===== src/rtl/rxf_pkg.sv =====
package rxf_pkg;
  localparam int TMO_W       = 8;
  localparam int TMO_DEFAULT = 16;

  function automatic logic [TMO_W-1:0] eff_timeout(input logic [TMO_W-1:0] v);
    return (v == '0) ? TMO_W'(1) : v;
  endfunction
endpackage


===== src/rtl/rxf_tmo_reg.sv =====
module rxf_tmo_reg
  import rxf_pkg::*;
(
  input  logic             clk,
  input  logic             rst_n,
  input  logic             wr,
  input  logic [TMO_W-1:0] wdata,
  output logic [TMO_W-1:0] eff_tmo
);
  logic [TMO_W-1:0] stored;

  always_ff @(posedge clk or negedge rst_n) begin
    if (!rst_n)  stored <= TMO_W'(TMO_DEFAULT);
    else if (wr) stored <= wdata;
  end

  assign eff_tmo = eff_timeout(stored);


  tmo_hold_chk: assert property (@(posedge clk) disable iff (!rst_n)
    !wr |=> $stable(stored));
endmodule


===== src/rtl/rxf_latency_timer.sv =====
module rxf_latency_timer
  import rxf_pkg::*;
(
  input  logic             clk,
  input  logic             rst_n,
  input  logic             tick,
  input  logic             nonempty,
  input  logic             restart,
  input  logic [TMO_W-1:0] limit,
  output logic             expired
);
  logic [TMO_W-1:0] ms_cnt;

  always_ff @(posedge clk or negedge rst_n) begin
    if (!rst_n)                     ms_cnt <= '0;
    else if (restart || !nonempty)  ms_cnt <= '0;
    else if (tick && ms_cnt != '1)  ms_cnt <= ms_cnt + 1'b1;
  end

  assign expired = nonempty && (ms_cnt >= limit);


  cnt_idle_chk: assert property (@(posedge clk) disable iff (!rst_n)
    (nonempty && !tick && !restart) |=> $stable(ms_cnt));

  restart_clear_chk: assert property (@(posedge clk) disable iff (!rst_n)
    restart |=> (ms_cnt == '0));
endmodule


===== src/rtl/rxf_event_match.sv =====
module rxf_event_match #(
  parameter int DATA_W = 8
) (
  input  logic              valid,
  input  logic [DATA_W-1:0] data,
  input  logic [DATA_W-1:0] match_val,
  input  logic              enable,
  output logic              hit
);
  assign hit = valid && enable && (data == match_val);
endmodule


===== src/rtl/rxf_req_hold.sv =====
module rxf_req_hold (
  input  logic clk,
  input  logic rst_n,
  input  logic set,
  input  logic ack,
  output logic req
);
  logic handshake;
  assign handshake = req && ack;

  always_ff @(posedge clk or negedge rst_n) begin
    if (!rst_n)         req <= 1'b0;
    else if (handshake) req <= 1'b0;
    else if (set)       req <= 1'b1;
  end


  req_hold_chk: assert property (@(posedge clk) disable iff (!rst_n)
    (req && !ack) |=> req);

  req_clear_chk: assert property (@(posedge clk) disable iff (!rst_n)
    (req && ack) |=> !req);

  req_merge_chk: assert property (@(posedge clk) disable iff (!rst_n)
    (set && !handshake) |=> req);
endmodule


===== src/rtl/rx_flush_ctrl.sv =====
module rx_flush_ctrl
  import rxf_pkg::*;
#(
  parameter int DEPTH  = 384,
  parameter int DATA_W = 8,
  localparam int CNT_W = $clog2(DEPTH + 1)
) (
  input  logic              clk,
  input  logic              rst_n,
  input  logic              rx_valid,
  input  logic [DATA_W-1:0] rx_data,
  input  logic [CNT_W-1:0]  buf_count,
  input  logic              ms_tick,
  input  logic              tmo_wr,
  input  logic [TMO_W-1:0]  tmo_wdata,
  input  logic [DATA_W-1:0] evt_char,
  input  logic              evt_en,
  output logic              flush_req,
  input  logic              flush_ack
);
  logic [TMO_W-1:0] eff_tmo;
  logic nonempty, full, tmo_hit, evt_hit, any_trig, handshake;

  assign nonempty  = (buf_count != '0);
  assign full      = (buf_count >= CNT_W'(DEPTH));
  assign handshake = flush_req && flush_ack;
  assign any_trig  = tmo_hit || full || evt_hit;

  rxf_tmo_reg tmo_i (
    .clk(clk), .rst_n(rst_n), .wr(tmo_wr), .wdata(tmo_wdata), .eff_tmo(eff_tmo)
  );

  rxf_latency_timer tmr_i (
    .clk(clk), .rst_n(rst_n), .tick(ms_tick), .nonempty(nonempty),
    .restart(handshake), .limit(eff_tmo), .expired(tmo_hit)
  );

  rxf_event_match #(.DATA_W(DATA_W)) evt_i (
    .valid(rx_valid), .data(rx_data), .match_val(evt_char),
    .enable(evt_en), .hit(evt_hit)
  );

  rxf_req_hold req_i (
    .clk(clk), .rst_n(rst_n), .set(any_trig), .ack(flush_ack), .req(flush_req)
  );


  full_flush_chk: assert property (@(posedge clk) disable iff (!rst_n)
    (buf_count >= CNT_W'(DEPTH) && !(flush_req && flush_ack)) |=> flush_req);

  evt_flush_chk: assert property (@(posedge clk) disable iff (!rst_n)
    (rx_valid && evt_en && rx_data == evt_char && !(flush_req && flush_ack)) |=> flush_req);

  no_early_chk: assert property (@(posedge clk) disable iff (!rst_n)
    (!flush_req && !tmo_hit && !full && !evt_hit) |=> !flush_req);
endmodule


===== config.mk =====
export PLATFORM = sky130hd
export DESIGN_NAME = rx_flush_ctrl
export DESIGN_NICKNAME = d
export VERILOG_FILES = /design/src/rtl/rxf_pkg.sv /design/src/rtl/rxf_tmo_reg.sv /design/src/rtl/rxf_latency_timer.sv /design/src/rtl/rxf_event_match.sv /design/src/rtl/rxf_req_hold.sv /design/src/rtl/rx_flush_ctrl.sv
export SDC_FILE = /design/constraint.sdc
export NUM_CORES = 1
export LEC_CHECK = 0
export ABC_CLOCK_PERIOD_IN_PS = 5100
export CAP_MARGIN = 0
export CORE_MARGIN = 2
export CORE_UTILIZATION = 47
export CTS_CLUSTER_SIZE = 12
export DETAILED_ROUTE_END_ITERATION = 8
export GPL_TIMING_DRIVEN = 0
export PLACE_DENSITY = 0.84
export SLEW_MARGIN = 15
export SYNTH_ARGS = -nofsm -noshare
export SYNTH_HDL_FRONTEND = slang
export SYNTH_SLANG_ARGS = --single-unit

===== constraint.sdc =====
create_clock -name clk -period 5.1 [get_ports clk]
set_input_delay 1.53 -clock clk [delete_from_list [all_inputs] [get_ports clk]]
set_output_delay 1.53 -clock clk [all_outputs]
set_load 0.01 [all_outputs]

==> Word level (Yosys, flattened, before mapping) <==
Cells that the tools add are included.
{ "totals": {"out_inout_bits": 1, "register_bits": 17, "word_cells": 26, "in_bits": 40} }
{ "classes": {"n_mux": 5, "add_sub_neg": 1, "n_reduce_logical": 13, "n_lt_le_gt_ge": 2, "n_eq_ne": 2} }
{ "op_table": {"columns": ["cell", "count"], "rows": [
  ["8-bit two-way mux", 3],
  ["9-bit greater-or-equal comparator (second input constant)", 1],
  ["9-bit nonzero test", 1],
  ["8-bit by 1-bit adder with 8-bit output (second input constant)", 1],
  ["8-bit == test", 1],
  ["8-bit greater-or-equal comparator", 1],
  ["8-bit logical NOT", 1],
  ["8-bit inequality test (second input constant)", 1],
  ["1-bit logical AND", 5],
  ["2-bit nonzero test", 2],
  ["1-bit logical OR", 3],
  ["1-bit two-way mux", 2],
  ["1-bit logical NOT", 1]
]} }

==> Logic depth before layout (Yosys ltp) <==
{ "logic_depth": {"word_depth": 8, "mapped_depth": 7, "mapped_depth_nobuf": 7} }

==> Hierarchy <==
Synthesis repeated with hierarchy kept, for this count alone.
{ "hier_totals": {"hier_cells": 120, "area_unflattened_um2": 1209.9} }
{ "modules_own_cells": {"columns": ["module", "seq_area_each_um2", "n_inst", "area_per_inst_um2", "cells_each"], "rows": [
  ["rxf_latency_timer", 200.2, 1, 661.9, 72],
  ["rxf_tmo_reg", 201.4, 1, 377.9, 27],
  ["rxf_event_match", 0.0, 1, 96.3, 12],
  ["rxf_req_hold", 25.0, 1, 38.8, 3],
  ["rx_flush_ctrl", 0.0, 1, 35.0, 6]
]} }

==> Worst setup path before layout <==
No wires, ideal clock.
{ "synth_path": {"kind": "input to register", "startpoint": "input buf_count[4]", "endpoint": "register req_i.req", "setup_ns": 0.140, "t_arrival_ns": 2.409, "slack_ns": 2.551, "stages": 4, "path_buffers": 0, "required_ns": 4.960, "path_cell_list": "nor4_1 nand2_1 o41ai_4 o211ai_2"} }
{ "synth_via": {"elab_chain_cells": 5, "elab_cells_between_ends": 6, "cone_classes": "order compare: 1; reduce/logical: 5"} }
{ "synth_rtl": {"columns": ["item", "line_no", "source"], "rows": [
  ["start: declaration", "rx_flush_ctrl.sv:12", "input logic [CNT_W-1:0] buf_count,"],
  ["parallel branches: the longest is 2 deep, another holds 9-bit greater-or-equal comparator", null, null],
  ["1-bit logical OR * (2 in a row)", "rx_flush_ctrl.sv:27", "assign any_trig = tmo_hit || full || evt_hit;"],
  ["2-bit nonzero test (no line) *", null, null],
  ["end signal: assignment", "rxf_req_hold.sv:12", "if (!rst_n) req <= 1'b0;"],
  ["end signal: assignment", "rxf_req_hold.sv:13", "else if (handshake) req <= 1'b0;"],
  ["end signal: assignment", "rxf_req_hold.sv:14", "else if (set) req <= 1'b1;"],
  ["end: declaration", "rxf_req_hold.sv:6", "output logic req"]
]} }
Mark *: on every way between the ends.
A chain may end at the register's enable or synchronous reset.

==> Final worst setup path <==
{ "layout_path": {"startpoint": "input buf_count[7]", "endpoint": "register tmr_i.ms_cnt[2]"} }
{ "layout_via": {"elab_chain_cells": 4, "elab_cells_between_ends": 5, "cone_classes": "mux: 1; reduce/logical: 4"} }
{ "layout_rtl": {"columns": ["item", "line_no", "source"], "rows": [
  ["9-bit nonzero test *", "rx_flush_ctrl.sv:24", "assign nonempty = (buf_count != '0);"],
  ["1-bit logical NOT *", "rxf_latency_timer.sv:16", "else if (restart || !nonempty) ms_cnt <= '0;"],
  ["1-bit logical OR *", "rxf_latency_timer.sv:16", null],
  ["8-bit two-way mux / 2-bit nonzero test (equally long branches)", null, null],
  ["end signal: assignment", "rxf_latency_timer.sv:17", "else if (tick && ms_cnt != '1) ms_cnt <= ms_cnt + 1'b1;"],
  ["end: declaration", "rxf_latency_timer.sv:12", "logic [TMO_W-1:0] ms_cnt;"]
]} }
Mark *: on every way between the ends. The rest lies on a longest branch, timed or not.

==> flow_summary.toml <==
[detailed_routing]
drt_iter0_drc = 14
routed_wl_microns = 2490
viasPerCell = 5.37
drcViolationCount = 0
wire_per_inst_microns = 13.4
firstDrtPassIters = 5
ant_nets = 0
vias = 999

[outcome]
outcome = "finished clean"

[clock_network]
clockBufferDepth = 2
cts_root_buffer = "clkbuf_4"
clk_latency_ns = 0.28
cts_resized = 0
holdBufCountCts = 0
clk_pin_slew_worst_paths_ns = 0.09
postCtsSetupBuffers = 0
cts_tree = "done"
clock_sinks = 17
cts_buffers = 3
h-tree-depth = 1

[timing]
setup_viol = 0
fmax_ghz = 0.346
fin_crit_ns = 2.89
fin_skew_ns = 0.00724
hold_viol_final = 0
min_period_over_period_pct = 56.7
tns_ns = 0
rsz0062_at_grt = "no"
slew_viol_final = 0
relSlewSlack_pct = 50.7
worst_pin_slew_ns = 0.737

[global_routing]
antenna_found_initial = 0
grt_pass1_vias = 1032
grt_pass1_wl_microns = 4160
grt_overflow = 0
grt_usage_pct = 20.9
grt_start_max_net_pins = 18

[flow_run]
maxCapViolCount = 0

[yosys]
ys.flop_type = "dfrtp_1"
synth_seq_area_share_pct = 39.5
synthArstFlopShare_pct = 100
synth_seq_cells = 17
ys_top_cells_by_area = "dfrtp_1, ha_1, xnor2_1, o21ai_0, nand2_1"
synth_nets = 163
synth_edf_count = 0
yosys.cell_types.count = 35
yosysTopAreaCell = "dfrtp_1"
synth_top_area_share_pct = 37.0
netlist_area_sq_um = 1080
avgSynthCellArea_sq_um = 9.48
syn_inst = 114
synth_warnings = 0

[placed_design]
gp_congestion = 0.807
dp_hpwl_microns = 2150
io_buffer_count = 40

[pwr]
ir_drop_mv = 0.186
p_per_area_nw_per_um2 = 254
power.leakage_uw = 0.000670

[final_layout]
layout_common_cells = "clkdlybuf4s50_1, dfrtp_1, nand2_1"
post-route-util_pct = 70.4
final_nets = 208
final_common_cell = "clkdlybuf4s50_1"
diodes = 0
area_delta_synth_final_pct = 42.7
drive_gt1_share_pct = 5.06

[critical_path]
crit_path_end_kind = "register"
slowest_stage = "o41ai_4"
critical_path_class = "in2reg"
crit_chain = "clkdlybuf4s50_1 > nor4_1 > nand2_1 > o41ai_4 > nor3_1"
startpoint_type = "primary input"
arrival_ns = 3.03
crit_fanout = 9
crit_path_max_incr_delay_ns = 0.51
cpLargestDelayFamily = "simple AND/OR/NAND/NOR gates"
cp.required_ns = 5.23
crit_buf_inv = 1

[floorplan]
die_y_microns = 52.0
rows = 17
start_util_pct = 49.3
core_sq_um = 2190
io_pins = 41
die_width_microns = 52.0
dieArea_sq_um = 2700

[min_path]
hold_path_class = "reg2reg"
where the power goes:
part / switching, uW / total (uW) / internal (uW)
clock network: 37.5 / 67.7 / 30.3
registers: 20.8 / 178 / 157
logic: 65.2 / 146 / 81.2
path summary, 6_finish.rpt:
| kind | end | slack (ns) | cells past startpoint | start |
|---|---|---|---|---|
| max in group asynchronous | tmr_i.ms_cnt[0] | 2.95 | 1 | rst_n |
| worst max register to register | req_i.req | 2.85 | 7 | tmo_i.stored[2] |
| worst max-delay path | tmr_i.ms_cnt[2] | 2.21 | 5 | buf_count[7] |
| min in group asynchronous | tmo_i.stored[2] | 1.68 | 1 | rst_n |
| worst min-delay path | tmo_i.stored[0] | 0.54 | 1 | tmo_i.stored[0] |
| worst min register to register | tmo_i.stored[0] | 0.54 | 1 | tmo_i.stored[0] |
flip-flops by register name (all words and copies together), names as in the netlist:
name,cells
req_i.req,1
tmo_i.stored,8
tmr_i.ms_cnt,8
layer usage:
metal	wire length [microns]	vias to the layer above	global-route usage (%)
met4	17	0	5.26
li1	-	496	-
met1	973	459	20.5
met5	0	-	0
met2	1350	42	43.9
met3	140	2	3.16
kinds of logic (layout without fill, tap and decap cells):
logic type | after synthesis | in the layout | synth area share (%)
XOR/XNOR | 12 | 12 | 9.72
AND/OR/NAND/NOR | 40 | 40 | 18.1
AO/OA/AOI/OAI | 24 | 24 | 16.9
flip-flops | 17 | 17 | 39.5
multiplexers | 2 | 2 | 1.97
buffers and inverters | 10 | 54 | 3.47
adder cells (fa/ha/maj) | 9 | 9 | 10.4
synthesized netlist by cell type (all sizes together), types with 2 or more instances:
cell,number
dfrtp,16
nand2,12
nor2,10
o21ai,10
ha,9
inv,9
xnor2,8
nand3,5
xor2,4
nor3,3
a21o,2
a21oi,2
and4,2
nand4,2
nor4,2
stage by stage:
step	instances	total power, uW	worst slack [ns]	hold WS [ns]	cell area (sq um)
after global placement	182	318	1.99	0.501	1520
after CTS	186	396	2.22	0.533	1540
after detailed placement	182	328	1.92	0.512	1520
final	186	392	2.21	0.536	1540
after floorplan	114	261	2.55	0.483	1080
after global routing	186	425	2.14	0.556	1540
area by class of cell:
class,instances,area [sq um]
Fill cell,177,648
Inverter,9,33.8
Timing Repair Buffer,40,400
Clock buffer,4,26.3
Buffer,1,3.75
Tap cell,28,35.0
Sequential cell,17,427
Multi-Input combinational cell,87,617
No activity file was read; power rests on OpenSTA's default activity.
